[src/rtl/tws_pkg.sv]
`timescale 1ns/1ps
package tws_pkg;
  // Register select encoding shared by the write and read paths.
  typedef enum logic {
    SEL_SHIFT = 1'b0,
    SEL_CMP   = 1'b1
  } reg_sel_e;

  // Smallest half-period count. It leaves room for the two-flop
  // data synchronizer to settle between a falling and a rising edge.
  localparam int MIN_HALF = 2;
endpackage

[src/rtl/tws_sync.sv]
`timescale 1ns/1ps
module tws_sync #(
  parameter int  STAGES = 2,
  parameter logic RST_VAL = 1'b1
) (
  input  logic clk,
  input  logic rst_n,
  input  logic d_in,
  output logic q_out
);
  logic [STAGES-1:0] chain;

  generate
    if (STAGES == 1) begin : g_single
      always_ff @(posedge clk or negedge rst_n) begin
        if (!rst_n) chain <= RST_VAL;
        else        chain <= d_in;
      end
    end else begin : g_multi
      always_ff @(posedge clk or negedge rst_n) begin
        if (!rst_n) chain <= {STAGES{RST_VAL}};
        else        chain <= {chain[STAGES-2:0], d_in};
      end
    end
  endgenerate

  assign q_out = chain[STAGES-1];
endmodule

[src/rtl/tws_clkgen.sv]
`timescale 1ns/1ps
module tws_clkgen
  import tws_pkg::*;
#(
  parameter int DIVW = 8
) (
  input  logic            clk,
  input  logic            rst_n,
  input  logic            start,
  input  logic            run,
  input  logic [DIVW-1:0] half_div,
  output logic            sck_out,
  output logic            fall_ev,
  output logic            rise_ev
);
  localparam logic [DIVW-1:0] HALF_FLOOR = DIVW'(MIN_HALF);

  logic [DIVW-1:0] cnt_q;
  logic [DIVW-1:0] half_q;
  logic            sck_q;
  logic            tick;
  logic [DIVW-1:0] half_eff;

  assign half_eff = (half_div < HALF_FLOOR) ? HALF_FLOOR : half_div;
  assign tick     = run && (cnt_q == half_q);
  assign fall_ev  = tick && sck_q;
  assign rise_ev  = tick && !sck_q;
  assign sck_out  = sck_q;

  always_ff @(posedge clk or negedge rst_n) begin
    if (!rst_n) begin
      cnt_q  <= '0;
      half_q <= HALF_FLOOR;
      sck_q  <= 1'b1;
    end else if (start) begin
      cnt_q  <= '0;
      half_q <= half_eff;
      sck_q  <= 1'b1;
    end else if (run) begin
      if (tick) begin
        cnt_q <= '0;
        sck_q <= !sck_q;
      end else begin
        cnt_q <= cnt_q + 1'b1;
      end
    end else begin
      cnt_q <= '0;
      sck_q <= 1'b1;
    end
  end

  // a rising edge never follows its falling edge in the next cycle
  p_half_len_r3: assert property (@(posedge clk) disable iff (!rst_n)
    fall_ev |=> !rise_ev);
endmodule

[src/rtl/tws_shifter.sv]
`timescale 1ns/1ps
module tws_shifter #(
  parameter int W = 8
) (
  input  logic         clk,
  input  logic         rst_n,
  input  logic         start,
  input  logic [W-1:0] wr_data,
  input  logic         mode_in,
  input  logic         fall_ev,
  input  logic         rise_ev,
  input  logic         sda_bit,
  output logic [W-1:0] shreg,
  output logic         out_bit,
  output logic         busy,
  output logic         done,
  output logic         fin,
  output logic         mode_q
);
  localparam int CW = (W > 2) ? $clog2(W) : 1;
  localparam logic [CW-1:0] LAST = CW'(W - 1);

  logic [CW-1:0] bitcnt;
  logic          fin_q;

  assign fin = fin_q;

  always_ff @(posedge clk or negedge rst_n) begin
    if (!rst_n) begin
      shreg  <= '1;
      busy   <= 1'b0;
      done   <= 1'b0;
      fin_q  <= 1'b0;
      bitcnt <= '0;
      mode_q <= 1'b1;
    end else begin
      fin_q <= 1'b0;
      if (start) begin
        shreg  <= wr_data;
        busy   <= 1'b1;
        done   <= 1'b0;
        bitcnt <= '0;
        mode_q <= mode_in;
      end else if (busy) begin
        if (rise_ev && !fin_q) begin
          shreg  <= {shreg[W-2:0], sda_bit};
          bitcnt <= bitcnt + 1'b1;
          if (bitcnt == LAST) fin_q <= 1'b1;
        end
        if (fin_q) begin
          busy <= 1'b0;
          done <= 1'b1;
        end
      end
    end
  end

  // Outgoing bit: follows the register MSB when idle, moves only on falling edges when busy.
  always_ff @(posedge clk or negedge rst_n) begin
    if (!rst_n)       out_bit <= 1'b1;
    else if (!busy)   out_bit <= shreg[W-1];
    else if (fall_ev) out_bit <= shreg[W-1];
  end

  // while busy, the driven bit moves only with a falling edge
  p_out_on_fall_r4: assert property (@(posedge clk) disable iff (!rst_n)
    (busy && !fall_ev) |=> $stable(out_bit));

  // with no transfer and no accepted write, the shift register holds
  p_idle_hold_r6: assert property (@(posedge clk) disable iff (!rst_n)
    (!busy && !start) |=> $stable(shreg));
endmodule

[src/rtl/tws_cmp.sv]
`timescale 1ns/1ps
module tws_cmp #(
  parameter int W = 8
) (
  input  logic         clk,
  input  logic         rst_n,
  input  logic         cmp_we,
  input  logic [W-1:0] wr_data,
  input  logic         start,
  input  logic         fin,
  input  logic [W-1:0] shreg,
  output logic [W-1:0] cmp_q,
  output logic         match
);
  logic equal;

  assign equal = (shreg == cmp_q);

  always_ff @(posedge clk or negedge rst_n) begin
    if (!rst_n)      cmp_q <= '0;
    else if (cmp_we) cmp_q <= wr_data;
  end

  always_ff @(posedge clk or negedge rst_n) begin
    if (!rst_n)     match <= 1'b0;
    else if (start) match <= 1'b0;
    else if (fin)   match <= equal;
  end

  // a new transfer always clears the latched result
  p_start_clears_match_r7: assert property (@(posedge clk) disable iff (!rst_n)
    start |=> !match);
endmodule

[src/rtl/tw_collide_shifter.sv]
`timescale 1ns/1ps
module tw_collide_shifter
  import tws_pkg::*;
#(
  parameter int W           = 8,
  parameter int DIVW        = 8,
  parameter int SYNC_STAGES = 2
) (
  input  logic            clk,
  input  logic            rst_n,
  input  logic            reg_wr,
  input  logic            reg_sel,
  input  logic [W-1:0]    wr_data,
  output logic [W-1:0]    rd_data,
  input  logic            master_en,
  input  logic [DIVW-1:0] half_div,
  input  logic            sck_in,
  output logic            sck_out,
  input  logic            sda_in,
  output logic            sda_pull,
  output logic            busy,
  output logic            done,
  output logic            match,
  output logic            wr_collide
);
  logic         start, cmp_we, bad_wr;
  logic         sda_s, sck_s, sck_d;
  logic         m_fall, m_rise, s_fall, s_rise;
  logic         fall_ev, rise_ev;
  logic         mode_q, fin, out_bit;
  logic [W-1:0] shreg, cmp_q;

  assign start  = reg_wr && (reg_sel == SEL_SHIFT) && !busy;
  assign bad_wr = reg_wr && (reg_sel == SEL_SHIFT) && busy;
  assign cmp_we = reg_wr && (reg_sel == SEL_CMP);

  tws_sync #(.STAGES(SYNC_STAGES), .RST_VAL(1'b1)) u_sda_sync (
    .clk(clk), .rst_n(rst_n), .d_in(sda_in), .q_out(sda_s));
  tws_sync #(.STAGES(SYNC_STAGES), .RST_VAL(1'b1)) u_sck_sync (
    .clk(clk), .rst_n(rst_n), .d_in(sck_in), .q_out(sck_s));

  always_ff @(posedge clk or negedge rst_n) begin
    if (!rst_n) sck_d <= 1'b1;
    else        sck_d <= sck_s;
  end

  assign s_fall  = busy && !mode_q && sck_d && !sck_s;
  assign s_rise  = busy && !mode_q && !sck_d && sck_s;
  assign fall_ev = mode_q ? m_fall : s_fall;
  assign rise_ev = mode_q ? m_rise : s_rise;

  tws_clkgen #(.DIVW(DIVW)) u_clkgen (
    .clk(clk), .rst_n(rst_n), .start(start), .run(busy && mode_q),
    .half_div(half_div), .sck_out(sck_out), .fall_ev(m_fall), .rise_ev(m_rise));

  tws_shifter #(.W(W)) u_shifter (
    .clk(clk), .rst_n(rst_n), .start(start), .wr_data(wr_data),
    .mode_in(master_en), .fall_ev(fall_ev), .rise_ev(rise_ev),
    .sda_bit(sda_s), .shreg(shreg), .out_bit(out_bit), .busy(busy),
    .done(done), .fin(fin), .mode_q(mode_q));

  tws_cmp #(.W(W)) u_cmp (
    .clk(clk), .rst_n(rst_n), .cmp_we(cmp_we), .wr_data(wr_data),
    .start(start), .fin(fin), .shreg(shreg), .cmp_q(cmp_q), .match(match));

  always_ff @(posedge clk or negedge rst_n) begin
    if (!rst_n)      wr_collide <= 1'b0;
    else if (start)  wr_collide <= 1'b0;
    else if (bad_wr) wr_collide <= 1'b1;
  end

  assign sda_pull = !out_bit;
  assign rd_data  = (reg_sel == SEL_CMP) ? cmp_q : shreg;

  // an accepted write begins a transfer with done cleared
  p_start_busy_r10: assert property (@(posedge clk) disable iff (!rst_n)
    start |=> (busy && !done));

  // match is only ever reported alongside done
  p_match_with_done_r7: assert property (@(posedge clk) disable iff (!rst_n)
    match |-> done);

  // the collision flag is sticky until a write is accepted
  p_wcol_sticky_r8: assert property (@(posedge clk) disable iff (!rst_n)
    (wr_collide && !start) |=> wr_collide);

  // a rejected write leaves the shift register untouched
  p_busy_write_ignored_r8: assert property (@(posedge clk) disable iff (!rst_n)
    (bad_wr && !rise_ev) |=> $stable(shreg));

  // slave transfers never drive the clock low
  p_slave_clock_high_r9: assert property (@(posedge clk) disable iff (!rst_n)
    (busy && !mode_q) |-> sck_out);

  // the clock is parked high when done rises
  p_done_clock_high_r3: assert property (@(posedge clk) disable iff (!rst_n)
    $rose(done) |-> sck_out);
endmodule

[config.mk]
export PLATFORM = sky130hd
export DESIGN_NAME = tw_collide_shifter
export DESIGN_NICKNAME = d
export VERILOG_FILES = /design/src/rtl/tws_pkg.sv /design/src/rtl/tws_sync.sv /design/src/rtl/tws_clkgen.sv /design/src/rtl/tws_shifter.sv /design/src/rtl/tws_cmp.sv /design/src/rtl/tw_collide_shifter.sv
export SDC_FILE = /design/constraint.sdc
export NUM_CORES = 1
export LEC_CHECK = 0
export CAP_MARGIN = 5
export CORE_MARGIN = 2
export CORE_UTILIZATION = 59
export CTS_BUF_LIST = sky130_fd_sc_hd__clkbuf_4 sky130_fd_sc_hd__clkbuf_8
export DETAILED_ROUTE_END_ITERATION = 12
export DONT_BUFFER_PORTS = 1
export PLACE_DENSITY = 0.75
export SLEW_MARGIN = 20
export SYNTH_ARGS = -nofsm -noshare
export SYNTH_HDL_FRONTEND = slang
export SYNTH_SLANG_ARGS = --single-unit
export TNS_END_PERCENT = 10
[constraint.sdc]
create_clock -name clk -period 4.7 [get_ports clk]
set_input_delay 0.235 -clock clk [delete_from_list [all_inputs] [get_ports clk]]
set_output_delay 0.235 -clock clk [all_outputs]
set_load 0.01 [all_outputs]
==> metrics.cfg <==
[yosys]
syn_inst = 243
yosysMostFrequentCell = nand2_1
syn_avg_cell_area_um2 = 10.7
synth-async-reset-ratio = 1.00
ys_types = 48
synth_enable_flop_cells = 0
syn_nets = 269
synth_top_area_cell = dfrtp_1
netlist.area_leader.share = 0.299
ys_seq_area_frac = 0.472
ys_top_cells_by_area = dfrtp_1 (30%), dfstp_2 (17%), mux2_2 (7.4%)
ys.flop_type = dfrtp_1
synth_common_cells = nand2_1 (35), dfrtp_1 (31), xor2_1 (21), dfstp_2 (17), mux2_2 (17)
yosysWarnings = 0
synth-seq-cells = 48
synth_area_mm2 = 0.00259

[global_route]
grt_pass1_wl_um = 9030
grt_usage = 0.234
grt_max_degree = 49
antenna_found_initial = 0
grt-ovfl-total = 0
grt_pass1_vias = 1906

[setup_path]
crit_fanout = 18
r2r-end = u_shifter.bitcnt[0]$_DFFE_PN0P_
crit_start = u_clkgen.cnt_q[2]$_DFF_PN0_
r2r_start = u_clkgen.cnt_q[2]$_DFF_PN0_
slowest_delay_ns = 0.79
crit_slowest_cell = nor4_4
worst_ep_arrival_time_ns = 2.66
reg2reg_depth = 4
critical_path.startpoint_type = flop
crit_path_end_kind = flop
cp.required_ns = 4.94
cp_cell_sequence = xor2_1, nor4_4, and2_1, o311a_1
reg2reg_slack_ns = 2.29
path_class = reg2reg

[placement]
numPortBuffers = 0
dp_hpwl_um = 3680
dpl-instance-area_mm2 = 0.00259
place.gp.congestion = 0.840

[clock_tree]
insertion_delay_ns = 0.30
cts_buffers = 5
htreeDepth = 2
cts_tree = done
cts_setup_buffers = 0
clk_pin_slew_ns = 0.08
cts-resized-gates = 0
clock_path_buffers = 2
cts_hold_buf = 4
clock_sinks = 48
cts_root_buf = clkbuf_8

[power_and_ir_drop]
p_int_uw = 834
p_sw_frac = 0.370
seq_power_share = 0.480
leakagePower_uw = 0.00118
power.switching_uw = 491
p_clk_frac = 0.196
powerDensity_mw_per_mm2 = 481
combPwrFrac = 0.325
vdd_drop_max_v = 0.000268

[final_layout]
utilization = 0.641
seq_area_mm2 = 0.00122
nets = 267
drive_above_1_share = 0.211
final_area_mm2 = 0.00275
area_growth_pct = 6.13
n_antenna_cell = 0
multi_input_area_mm2 = 0.00127
nFillCells = 341

[status]
outcome = finished clean

[run]
drv_cap = 0

[sta]
slew_viol_final = 0
post-route-period-util = 0.513
setup_viol = 0
grt_setup_unrepaired = no
skew_ns = 0.00867
hold_violations = 0
relSlewSlack = 0.412
fmax_mhz = 414
finalCriticalPeriod_ns = 2.41
fin_hold_ws_ns = 0.0352
tns_ns = 0
worst-slew-pin-transition_ns = 0.876

[detailed_routing]
wl_um = 5320
num_vias = 1906
drc_errors = 0
viasPerCell = 6.48
detail-route-antenna-nets = 0
drt_pass1_iterations = 4
drt_iter0_drc = 137
wl_per_cell_um = 18.1

[floorplanning]
fp.coreArea_mm2 = 0.00429
start_util = 0.604
die_h_um = 70.3
io_pins = 37
die_w_um = 70.3
design.die.area_mm2 = 0.00494
num_rows = 24

[min_path]
hp-start = half_div[5]
hold_class = in2reg
hold_depth = 2
min_delay_worst_endpoint = u_clkgen.half_q[5]$_DFFE_PN0P_

cell families (layout without fill, tap and decap cells):
logic type               count (synthesis)  after routing  synth area share
AO/OA/AOI/OAI                           43             43             0.138
XOR/XNOR                                22             22            0.0743
adder cells (fa/ha/maj)                  3              3            0.0145
buffers and inverters                   20             19            0.0376
flip-flops                              48             48             0.472
multiplexers                            17             17            0.0738
AND/OR/NAND/NOR                         90             90             0.191
state kept, by name, summed over array words and instances (netlist names), 2 cells and up:
signal,count
u_clkgen.cnt_q,8
u_clkgen.half_q,8
u_cmp.cmp_q,8
u_shifter.shreg,8
u_shifter.bitcnt,3
u_sck_sync.chain,2
u_sda_sync.chain,2
cells in the final DEF (no fill, tap or decap), types with 2 or more instances in the layout:
master / Yosys / layout
nand2_1: 35 / 35
dfrtp_1: 31 / 31
xor2_1: 21 / 21
mux2_2: 17 / 17
dfstp_2: 17 / 17
nand3_1: 9 / 9
or3_1: 9 / 9
o311ai_0: 8 / 8
nor2_1: 8 / 8
a2111oi_0: 8 / 8
a221oi_1: 8 / 8
nor3_1: 7 / 7
clkbuf_8: 0 / 6
inv_1: 5 / 5
dlygate4sd3_1: 0 / 4
and3_1: 3 / 3
o21ai_0: 3 / 3
nand4_1: 3 / 3
a211oi_1: 3 / 3
ha_1: 3 / 3
nor4_4: 2 / 2
a211o_1: 2 / 2
a32oi_1: 2 / 2
nand2b_1: 2 / 2
nor4_1: 2 / 2
clkbuf_4: 0 / 2
cell type report:
cell class,count,share of cell area
multi-input combinational,175,0.462
timing repair buffer,6,0.0273
sequential,48,0.444
tap,52,0.0236
inverter,5,0.00682
clock buffer,8,0.0355
metal layers:
| layer | vias to the layer above | global-route usage | wire length, µm |
|---|---|---|---|
| li1 | 906 | - | - |
| met1 | 926 | 0.287 | 2270 |
| met2 | 63 | 0.385 | 2660 |
| met3 | 11 | 0.0620 | 268 |
| met4 | 0 | 0.107 | 125 |
| met5 | - | 0 | 0 |
through the flow:
stage	power (µW)	std cells	worst slack (ns)
after floorplan	982	243	3.01
after global placement	1040	281	2.41
after detailed placement	1050	281	2.31
after CTS	1330	293	2.30
after global routing	1420	294	2.12
final	1320	294	2.29
worst max-delay path: cells and delay by family (launching register included):
| kind | cells | cell delay (ns) |
|---|---|---|
| simple gates | 2 | 1.46 |
| flops | 1 | 0.43 |
| compound gates | 1 | 0.24 |
| xor+xnor | 1 | 0.21 |
power groups by stage:
stage          sequential (µW)  clock, µW  combinational [µW]
6_report                   635        259                 430
5_1_grt                    651        285                 480
4_1_cts                    632        268                 430
3_5_place_dp               639          0                 416
3_3_place_gp               638          0                 400
2_1_floorplan              601          0                 381
how the worst max path moves through the flow:
stage	end	slack, ns
final	u_shifter.bitcnt[0]$_DFFE_PN0P_	2.29
after global routing	u_clkgen.cnt_q[2]$_DFF_PN0_	2.12
after CTS	u_shifter.bitcnt[0]$_DFFE_PN0P_	2.30
after detailed placement	u_shifter.bitcnt[0]$_DFFE_PN0P_	2.31
after global placement	u_shifter.bitcnt[0]$_DFFE_PN0P_	2.41
after floorplan	u_clkgen.sck_out$_DFFE_PN1P_	3.01
Note: power is estimated with default switching activity, not from simulation.
